File: src/rtl/clk_src_pkg.sv
package clk_src_pkg;
    localparam int CODE_W = 3;
    localparam int CNT_W  = (1 << CODE_W) - 1;

    typedef struct packed {
        logic              low_rc;
        logic              main_rc;
        logic [CODE_W-1:0] tick;
        logic [CODE_W-1:0] sys;
    } clk_word_t;

    localparam clk_word_t CLK_WORD_RST = '{low_rc: 1'b1, main_rc: 1'b1,
                                           tick: CODE_W'(1), sys: CODE_W'(1)};

    typedef enum logic [1:0] {
        ADDR_CMD  = 2'd0,
        ADDR_STAT = 2'd1
    } reg_addr_e;

    function automatic logic [CODE_W-1:0] clamp_code(input logic main_rc,
                                                     input logic [CODE_W-1:0] code);
        return (main_rc && code == '0) ? CODE_W'(1) : code;
    endfunction
endpackage

File: src/rtl/clk_src_regs.sv
module clk_src_regs
    import clk_src_pkg::*;
#(
    parameter int AW = 2
) (
    input  logic          clk,
    input  logic          rst,
    input  logic          wr_en,
    input  logic [AW-1:0] addr,
    input  logic [7:0]    wr_data,
    input  logic          main_ready,
    input  logic          low_ready,
    output clk_word_t     cmd,
    output clk_word_t     sts,
    output logic [7:0]    rd_data
);
    logic main_act, low_act;

    always_ff @(posedge clk) begin
        if (rst) begin
            cmd      <= CLK_WORD_RST;
            main_act <= 1'b1;
            low_act  <= 1'b1;
        end else begin
            if (wr_en && addr == AW'(ADDR_CMD))
                cmd <= clk_word_t'(wr_data);
            if (main_ready && cmd.main_rc != main_act)
                main_act <= cmd.main_rc;
            if (low_ready && main_act && cmd.low_rc != low_act)
                low_act <= cmd.low_rc;
        end
    end

    always_comb begin
        sts.low_rc  = low_act;
        sts.main_rc = main_act;
        sts.tick    = clamp_code(main_act, cmd.tick);
        sts.sys     = clamp_code(main_act, cmd.sys);
    end

    always_comb begin
        if (addr == AW'(ADDR_CMD))       rd_data = cmd;
        else if (addr == AW'(ADDR_STAT)) rd_data = sts;
        else                             rd_data = '0;
    end
endmodule

File: src/rtl/clk_div_count.sv
module clk_div_count
    import clk_src_pkg::*;
(
    input  logic             clk,
    input  logic             rst,
    output logic [CNT_W-1:0] cnt,
    output logic             wrap
);
    always_ff @(posedge clk) begin
        if (rst) cnt <= '0;
        else     cnt <= cnt + 1'b1;
    end

    assign wrap = &cnt;
endmodule

File: src/rtl/clk_stb_gen.sv
module clk_stb_gen
    import clk_src_pkg::*;
(
    input  logic              clk,
    input  logic              rst,
    input  logic [CODE_W-1:0] code_eff,
    input  logic [CNT_W-1:0]  cnt,
    input  logic              wrap,
    output logic [CODE_W-1:0] applied,
    output logic              stb
);
    logic [CNT_W-1:0] mask;

    always_ff @(posedge clk) begin
        if (rst)       applied <= CODE_W'(1);
        else if (wrap) applied <= code_eff;
    end

    always_comb begin
        mask = ~({CNT_W{1'b1}} << applied);
        stb  = (cnt & mask) == '0;
    end
endmodule

File: src/rtl/clk_src_ctrl.sv
module clk_src_ctrl
    import clk_src_pkg::*;
#(
    parameter int AW = 2
) (
    input  logic          clk,
    input  logic          rst,
    input  logic          wr_en,
    input  logic [AW-1:0] addr,
    input  logic [7:0]    wr_data,
    output logic [7:0]    rd_data,
    input  logic          main_ready,
    input  logic          low_ready,
    output logic          sys_stb,
    output logic          tick_stb
);
    localparam int N_STB = 2;

    clk_word_t         cmd, sts;
    logic [CNT_W-1:0]  cnt;
    logic              wrap;
    logic [CODE_W-1:0] codes   [N_STB];
    logic [CODE_W-1:0] applied [N_STB];
    logic [N_STB-1:0]  stbs;

    clk_src_regs #(.AW(AW)) u_regs (
        .clk(clk), .rst(rst), .wr_en(wr_en), .addr(addr), .wr_data(wr_data),
        .main_ready(main_ready), .low_ready(low_ready),
        .cmd(cmd), .sts(sts), .rd_data(rd_data)
    );

    clk_div_count u_cnt (.clk(clk), .rst(rst), .cnt(cnt), .wrap(wrap));

    assign codes[0] = sts.sys;
    assign codes[1] = sts.tick;

    for (genvar i = 0; i < N_STB; i++) begin : g_stb
        clk_stb_gen u_gen (
            .clk(clk), .rst(rst), .code_eff(codes[i]), .cnt(cnt), .wrap(wrap),
            .applied(applied[i]), .stb(stbs[i])
        );
    end

    assign sys_stb  = stbs[0];
    assign tick_stb = stbs[1];
endmodule

File: config.mk
export PLATFORM = sky130hd
export DESIGN_NAME = clk_src_ctrl
export DESIGN_NICKNAME = d
export VERILOG_FILES = /design/src/rtl/clk_src_pkg.sv /design/src/rtl/clk_src_regs.sv /design/src/rtl/clk_div_count.sv /design/src/rtl/clk_stb_gen.sv /design/src/rtl/clk_src_ctrl.sv
export SDC_FILE = /design/constraint.sdc
export NUM_CORES = 1
export LEC_CHECK = 0
export BUFFER_PORTS_ARGS = -buffer_cell sky130_fd_sc_hd__buf_2
export CAP_MARGIN = 20
export CORE_MARGIN = 3
export CORE_UTILIZATION = 28
export DETAILED_ROUTE_END_ITERATION = 12
export PLACE_DENSITY = 0.59
export SLEW_MARGIN = 20
export SYNTH_ARGS = -nofsm -noshare
export SYNTH_HDL_FRONTEND = slang
export SYNTH_SLANG_ARGS = --single-unit
File: constraint.sdc
create_clock -name clk -period 1.8 [get_ports clk]
set_input_delay 0.36 -clock clk [delete_from_list [all_inputs] [get_ports clk]]
set_output_delay 0.36 -clock clk [all_outputs]
set_load 0.01 [all_outputs]
==> results.cfg, run 1 <==
[status]
status = finished clean

[pwr]
p_sw_uw = 248
peakVddDrop_mv = 0.502
swShare = 0.249
power.internal_uw = 749
power.density_nw_per_um2 = 730
pwr-share-comb = 0.135
clkPwrFrac = 0.316
total_power_uw = 998
p_leak_uw = 0.000526
p_seq_frac = 0.548

[clocking]
htree_levels = 1
clk_path_buf_depth = 2
cts_sinks = 23
cts_tree = yes
numCtsBuffers = 3
clockRootBuffer = clkbuf_8
path_clk_slew_ns = 0.08
clock_latency_ns = 0.26
cts_hold_buf = 0

[final_layout]
layout_common_cells = buf_2, dfxtp_1, nor2_1
drive_gt1_frac = 0.324
seqCellArea_sq_um = 467
syn_to_final_growth_pct = 19.5
multi_input_area_sq_um = 651
fin_cells = 193
final_common_cell = buf_2
nFillCells = 406
fin_nets = 162
diodes = 0
stdcell_area_sq_um = 1370

[floorplan]
die-area_sq_um = 4890
placementRows = 22
core_sq_um = 3800
start_util = 0.301
die_w_um = 69.9
die_y_um = 69.9
io_pins = 25

[placed_design]
hpwlAfterDp_mm = 1.81
io_buffers = 24
postPlaceCellArea_sq_um = 1280
place_congestion = 0.736
dp_cells = 187

[setup_path]
critPathRequiredTime_ns = 1.44
path_delay_family = simple AND/OR/NAND/NOR gates
cpPeakStageDelay_ns = 0.37
crit_type = reg2out
cp-end-kind = output pin
crit_slowest_cell = dfxtp_4
path_max_fanout = 2
cp.arrival_ns = 1.42
cp.buffers_inverters = 1
startpoint_type = register
cp_cell_sequence = nor4_4, nand2_1, a221oi_2, buf_2

[flow_run]
cap_viol_max_count = 0

[routing]
firstDrtPassIters = 4
wl_per_cell_um = 13.3
num_vias = 926
drtIter0Drc = 41
avgViaCountPerCell = 4.80
routed_wl_mm = 2.56
ant_nets = 0
drc = 0

[global_routing]
grt_usage = 0.107
antenna_found_initial = 0
grt_max_degree = 30
grt_overflow = 0
grt_pass1_vias = 959
grt_pass1_wl_mm = 4.39

[timing]
finalSetupViolations = 0
layout_min_cycle_time_ns = 1.78
finalHoldViolCount = 0
skew_ns = 0.00199
timing.fmax_mhz = 561
drv_slew = 0
rsz0062_at_grt = yes
max_slew_margin = 0.690
fin_crit_sh = 0.990
tightest_slew_ns = 0.465

[synth]
synth_seq_cells = 23
synth.top_cell.area_share = 0.403
ys_warn_count = 0
synth_fp_nets = 137
synth_cell_types = 29
synthCells = 121
syn_avg_cell_area_sq_um = 9.45
synth_area_leaders = dfxtp_1, mux2i_1, nor2_1, nand2b_1, a211o_1
netlist_area_sq_um = 1140
ys_seq_area_frac = 0.403
synth_top_area_cell = dfxtp_1

[min_path]
hp-class = in2reg
cell usage after synthesis:
cell,number
nand2b_1,8
buf_2,1
nor3b_1,2
nor2_4,1
nor3_1,2
buf_6,2
buf_4,1
ha_1,1
a21boi_0,1
xor2_1,2
nor3b_4,1
xnor2_1,1
a311o_1,1
a211o_1,5
o21ai_0,6
nor4_2,1
nand2_1,6
a221oi_2,2
nand3_1,3
a21oi_1,6
nor2_1,15
a211o_2,2
mux2i_1,12
nand3_2,1
or3_1,2
nor2b_1,6
and2b_2,4
clkbuf_1,3
dfxtp_1,23
stage by stage:
stage / worst slack, ns / TNS, ns / util / hold slack [ns]
2_1_floorplan: 0.301 / 0 / - / 0.450
3_3_place_gp: 0.252 / 0 / 0.338 / 0.462
3_5_place_dp: 0.189 / 0 / 0.338 / 0.486
4_1_cts: 0.00101 / 0 / 0.358 / 0.290
5_1_grt: -0.122 / -0.182 / 0.360 / 0.290
6_report: 0.0179 / 0 / 0.360 / 0.300
flip-flops by register name, summed over array words and instances (netlist names):
signal / cells
u_regs.low_act: 1
u_regs.main_act: 1
g_stb.u_gen.applied: 6
u_regs.cmd: 8
u_cnt.cnt: 7
logic make-up (layout without fill, tap and decap cells):
logic type / after synthesis / in the layout / share of synthesized area
mux: 12 / 12 / 0.105
xor+xnor: 3 / 3 / 0.0230
fa+ha+maj: 1 / 1 / 0.0109
simple gates: 52 / 52 / 0.268
buf+inv: 7 / 31 / 0.0405
compound gates: 23 / 23 / 0.150
flops: 23 / 23 / 0.403
area by class of cell:
type,count,area share
multi-input cells,91,0.476
flip-flops and latches,23,0.342
repair buffers,27,0.104
well taps,48,0.0440
clock buffers,3,0.0302
clock inverters,1,0.00366
per-layer routing:
metal | global-route usage | wire, um | vias up
li1 | - | - | 469
met1 | 0.127 | 1160 | 433
met2 | 0.194 | 1270 | 22
met3 | 0.0302 | 116 | 2
met4 | 0.0128 | 9 | 0
met5 | 0 | 0 | -
worst paths after layout:
path	cells past startpoint	from	slack [ns]	endpoint
max	4	u_cnt.cnt[0]$_SDFF_PP0_	0.02	tick_stb
min	2	wr_data[6]	0.30	u_regs.cmd[6]$_SDFFE_PP1P_
max reg2reg	6	u_cnt.cnt[0]$_SDFF_PP0_	0.28	g_stb[0].u_gen.applied[0]$_SDFFE_PP1P_
min reg2reg	1	u_regs.cmd[6]$_SDFFE_PP1P_	0.49	u_regs.main_act$_SDFFE_PP1P_
worst reg2reg max path, stage by stage, from the launching register on:
cell and delay, ns:
dfxtp_4 0.38, buf_4 0.15, buf_4 0.13, ha_1 0.22
nand3_1 0.14, nor2_4 0.23, mux2i_1 0.21
power groups by stage:
stage	clock, uW	combinational [uW]	sequential (uW)
after global routing	353	150	551
final	315	135	547
after detailed placement	0	124	559
after global placement	0	119	557
after CTS	332	136	547
after floorplan	0	94.9	547
repair_timing:
item / CTS / global route
setup buffers: 2 / 0
gates resized for setup: 5 / 1
endpoints found under the setup margin: 2 / 3
pin swaps: 3 / 2
Power figures use the tool's default switching activity.
==> run 2: changes to the inputs <==
--- a/config.mk
+++ b/config.mk
@@ -7,2 +7,3 @@
 export LEC_CHECK = 0
+export ABC_AREA = 1
 export BUFFER_PORTS_ARGS = -buffer_cell sky130_fd_sc_hd__buf_2
==> constraint.sdc (replaced) <==
create_clock -name clk -period 1.8 [get_ports clk]
set_input_delay 0.18 -clock clk [delete_from_list [all_inputs] [get_ports clk]]
set_output_delay 0.18 -clock clk [all_outputs]
set_load 0.01 [all_outputs]
==> results.cfg, run 2 <==
[final_layout]
reg.largest.list = u_regs.cmd: 8 flops, u_cnt.cnt: 7 flops, g_stb.u_gen.applied: 6 flops
largest_reg_flops = 8
top_register = u_regs.cmd
diodes = 0
syn_to_final_growth_pct = 17.0
multi_input_area_sq_um = 579
seqCellArea_sq_um = 460
final_common_cell = nand2_1
stdcell_area_sq_um = 1330
layout_common_cells = nand2_1, nor2_1, buf_2
utilization = 0.351
drive_gt1_frac = 0.201
nFillCells = 436
fin_nets = 206
fin_cells = 237

[placed_design]
postPlaceCellArea_sq_um = 1280
place_congestion = 0.778
dp_cells = 233
hpwlAfterDp_mm = 1.97
io_buffers = 24
place_ws_ns = 0.536

[global_routing]
grtUsageMet2 = 0.177
grt_max_degree = 20
antenna_found_initial = 0
grt.busiest_layer = met2
grt_overflow = 0
grt_pass1_wl_mm = 4.54
grt_usage = 0.112
grt_pass1_vias = 1023
grtUsageMet3 = 0.0203
grtUsageMet1 = 0.150

[synth]
synth.top_cell.area_share = 0.404
synth_fp_nets = 181
synthCells = 165
yosysMostFrequentCell = nand2_1
synth_top_area_cell = dfxtp_1
synth_cell_types = 22
synth-edff-count = 0
syn_avg_cell_area_sq_um = 6.91
ys_warn_count = 0
synth_seq_cells = 23
synthTopCellsByCount = nand2_1, nor2_1, dfxtp_1, nand3_1, inv_1
ys.flop_type = dfxtp_1
ys_async_sr_fraction = 0
ys_seq_area_frac = 0.404
synth_area_leaders = dfxtp_1, nand2_1, nor2_1, nand3_1, a21oi_1
netlist_area_sq_um = 1140

[floorplan]
placementRows = 22
die_w_um = 69.8
start_util = 0.300
die-area_sq_um = 4870
io_pins = 25
die_y_um = 69.8
core_sq_um = 3800

[pwr]
pwr-share-comb = 0.113
clkPwrFrac = 0.341
peakVddDrop_mv = 0.233
p_sw_uw = 256
power.internal_uw = 728
power.density_nw_per_um2 = 738
p_leak_uw = 0.000628
p_seq_frac = 0.546
swShare = 0.260

[routing]
wl_per_cell_um = 10.7
avgViaCountPerCell = 4.52
drtIter0Drc = 44
drc = 0
num_vias = 1072
ant_nets = 0
firstDrtPassIters = 4
routed_wl_mm = 2.54

[clocking]
clockRootBuffer = clkbuf_8
cts_hold_buf = 0
cts_resized = 0
cts_sinks = 23
clock_latency_ns = 0.27
htree_levels = 1
path_clk_slew_ns = 0.09
cts_tree = yes
clk_path_buf_depth = 2
postCtsSetupBuffers = 0
numCtsBuffers = 3

[timing]
timing.fmax_mhz = 693
max_slew_margin = 0.675
setup_ws_ns = 0.357
finalHoldViolCount = 0
layout_min_cycle_time_ns = 1.44
drv_slew = 0
setup-tns-final_ns = 0
rsz0062_at_grt = no
fin_crit_sh = 0.802
finalSetupViolations = 0
tightest_slew_ns = 0.485
skew_ns = 0.00312

[min_path]
hp-class = in2reg
hold_depth = 2
hp-start = main_ready
min_to = u_regs.main_act$_SDFFE_PP1P_

[status]
status = finished clean

[setup_path]
startpoint_type = register
path_max_fanout = 4
regToRegEndpoint = g_stb[1].u_gen.applied[0]$_SDFFE_PP1P_
r2r_cells = 6
cpPeakStageDelay_ns = 0.35
crit_type = reg2out
crit_slowest_cell = dfxtp_1
critPathRequiredTime_ns = 1.62
ff2ff_setup_slack_ns = 0.53
cp.arrival_ns = 1.26
cp_cell_sequence = nor2_1, nand2_1, a21oi_1, nand2_1, nor2_1, buf_2
startpoint = g_stb[0].u_gen.applied[0]$_SDFFE_PP1P_
worstReg2RegStart = u_cnt.cnt[0]$_SDFF_PP0_
cp-end-kind = output pin

[flow_run]
cap_viol_max_count = 0
-- run 2: kinds of logic (layout without fill, tap and decap cells) --
family	after synthesis	count (layout)	share of synthesized area
AND/OR/NAND/NOR	95	95	0.377
adder cells (fa/ha/maj)	1	1	0.0110
AO/OA/AOI/OAI	25	25	0.121
flip-flops	23	23	0.404
buffers and inverters	21	45	0.0878
-- run 2: power groups by stage --
stage          logic [uW]  registers, uW  clock network (uW)
2_1_floorplan        72.7            547                   0
3_3_place_gp          113            550                   0
3_5_place_dp          113            550                   0
4_1_cts               113            538                 341
5_1_grt               129            541                 363
6_report              111            538                 336
-- run 2: how the worst max path moves through the flow --
stage	end	slack [ns]
2_1_floorplan	g_stb[0].u_gen.applied[0]$_SDFFE_PP1P_	0.67
3_5_place_dp	g_stb[0].u_gen.applied[0]$_SDFFE_PP1P_	0.54
5_1_grt	sys_stb	0.20
3_3_place_gp	g_stb[0].u_gen.applied[0]$_SDFFE_PP1P_	0.56
6_report	sys_stb	0.36
4_1_cts	sys_stb	0.34
-- run 2: final cells by class --
| class | instances | share of cell area |
|---|---|---|
| repair buffers | 24 | 0.0901 |
| well taps | 48 | 0.0450 |
| flip-flops and latches | 23 | 0.345 |
| clock inverters | 1 | 0.00563 |
| inverters | 17 | 0.0488 |
| multi-input cells | 121 | 0.434 |
| clock buffers | 3 | 0.0310 |
-- run 2: metrics by stage --
step,hold slack [ns],power [uW]
final,0.104,985
after global routing,0.0978,1030
after floorplan,0.247,620
after detailed placement,0.388,662
after global placement,0.387,662
after CTS,0.0974,992
-- run 2: routing by layer --
layer | vias up | part of all wire
li1 | 586 | -
met1 | 470 | 0.51
met2 | 11 | 0.45
met3 | 5 | 0.022
met4 | 0 | 0.021
met5 | - | 0
-- run 2: worst max-delay path: cells and delay by family (launching register included) --
kind,cells,cell delay (ns)
AOI/OAI and AO/OA,1,0.14
buffers and inverters,1,0.13
DFF,1,0.35
and+or+nand+nor,4,0.37
==> run 3: changes to the inputs <==
- ABC_AREA: 1 -> 0
- clock period: 1.8 -> 1.4 ns (I/O delays scaled with it)
==> results.cfg, run 3 (synthesized netlist as in run 1, its figures left out) <==
[status]
status = complete, but fails checks
violations = negative setup slack

[clocking]
numCtsBuffers = 3
cts_tree = yes
path_clk_slew_ns = 0.08
clk_path_buf_depth = 2
cts_sinks = 23
postCtsSetupBuffers = 0
clockRootBuffer = clkbuf_8
htree_levels = 1
cts_hold_buf = 0
clock_latency_ns = 0.26

[pwr]
power.density_nw_per_um2 = 916
peakVddDrop_mv = 0.686
p_leak_uw = 0.000553

[final_layout]
top_register = u_regs.cmd
nFillCells = 410
reg.largest.list = u_regs.cmd: 8 flops, u_cnt.cnt: 7 flops, g_stb.u_gen.applied: 6 flops
diodes = 0
fin_cells = 196
final_common_cell = buf_2
drive_gt1_frac = 0.358
syn_to_final_growth_pct = 23.5
largest_reg_flops = 8
stdcell_area_sq_um = 1410
layout_common_cells = buf_2, dfxtp_1, nor2_1
fin_nets = 165

[timing]
max_slew_margin = 0.679
finalHoldViolCount = 0
rsz0062_at_grt = yes
holdWs_ns = 0.0787
tightest_slew_ns = 0.482
setup_ws_ns = -0.139
layout_min_cycle_time_ns = 1.54
skew_ns = 0.00138
finalSetupViolations = 2
fin_crit_sh = 1.10
drv_slew = 0
timing.fmax_mhz = 650

[global_routing]
grt_usage = 0.107
antenna_found_initial = 0
grt_overflow = 0
grt_pass1_vias = 921
grt_pass1_wl_mm = 4.26
grt_max_degree = 30

[routing]
wl_per_cell_um = 13.0
routed_wl_mm = 2.55
drc = 0
drtIter0Drc = 61
ant_nets = 0
avgViaCountPerCell = 4.85
firstDrtPassIters = 4
num_vias = 951

[floorplan]
start_util = 0.301
placementRows = 22
io_pins = 25
die-area_sq_um = 4890
die_y_um = 69.9
die_w_um = 69.9
core_sq_um = 3800

[setup_path]
cp-end-kind = output pin
crit_slowest_cell = dfxtp_2
startpoint_type = register
cp.arrival_ns = 1.40
crit_end = tick_stb
worstReg2RegStart = u_cnt.cnt[0]$_SDFF_PP0_
cpPeakStageDelay_ns = 0.35
crit_type = reg2out
critPathRequiredTime_ns = 1.26
path_max_fanout = 2
cp_cell_sequence = nor4_4, nand2_1, a221oi_2, buf_2
regToRegEndpoint = g_stb[1].u_gen.applied[1]$_SDFFE_PP0P_
r2r_cells = 4
ff2ff_setup_slack_ns = 0.11
startpoint = u_cnt.cnt[3]$_SDFF_PP0_

[placed_design]
hpwlAfterDp_mm = 1.92
postPlaceCellArea_sq_um = 1320
place_congestion = 0.760
dp_cells = 192
io_buffers = 24

[min_path]
hp-class = in2reg

[flow_run]
cap_viol_max_count = 0
-- run 3: worst min-delay path by stage --
stage | slack (ns) | start | cells after the start | end
6_report | 0.08 | wr_data[6] | 2 | u_regs.cmd[6]$_SDFFE_PP1P_
2_1_floorplan | 0.26 | wr_data[0] | 1 | u_regs.cmd[0]$_SDFFE_PP1P_
3_3_place_gp | 0.34 | wr_data[6] | 2 | u_regs.cmd[6]$_SDFFE_PP1P_
5_1_grt | 0.08 | wr_data[3] | 2 | u_regs.cmd[3]$_SDFFE_PP1P_
4_1_cts | 0.07 | wr_data[6] | 2 | u_regs.cmd[6]$_SDFFE_PP1P_
3_5_place_dp | 0.35 | wr_data[6] | 2 | u_regs.cmd[6]$_SDFFE_PP1P_
-- run 3: timing repair --
item	4_1_cts	5_1_grt
pin swaps	7	1
setup endpoints to repair	4	11
resized for setup	7	5
-- run 3: final cells by class --
| cell class | count | area [sq um] | share of cell area |
|---|---|---|---|
| multi-input combinational | 91 | 668 | 0.473 |
| sequential | 23 | 469 | 0.332 |
| timing repair buffer | 30 | 169 | 0.120 |
| tap | 48 | 60.1 | 0.0425 |
| clock buffer | 3 | 41.3 | 0.0292 |
| clock inverter | 1 | 5.00 | 0.00354 |
-- run 3: stage by stage --
step,setup TNS [ns],util,setup WS (ns),power [uW]
after floorplan,0,-,0.121,826
after global placement,0,0.348,0.124,879
after detailed placement,0,0.348,0.0516,886
after CTS,-0.286,0.366,-0.144,1310
after global routing,-0.487,0.372,-0.242,1370
final,-0.264,0.372,-0.139,1290
-- run 3: layer usage --
layer	global-route usage	up-vias	part of all wire
li1	-	473	-
met1	0.130	438	0.43
met2	0.183	36	0.49
met3	0.0331	4	0.072
met4	0.0255	0	0.0090
met5	0	-	0
-- run 3: report_power, final --
group          internal [uW]  switching, uW
Sequential               676           28.7
Combinational           98.0           84.2
Clock                    199            208
-- run 3: critical path: cells and delay by family (launching register included) --
kind / cells / cell delay, ns
buf+inv: 1 / 0.16
flops: 1 / 0.35
compound gates: 1 / 0.24
simple gates: 2 / 0.39
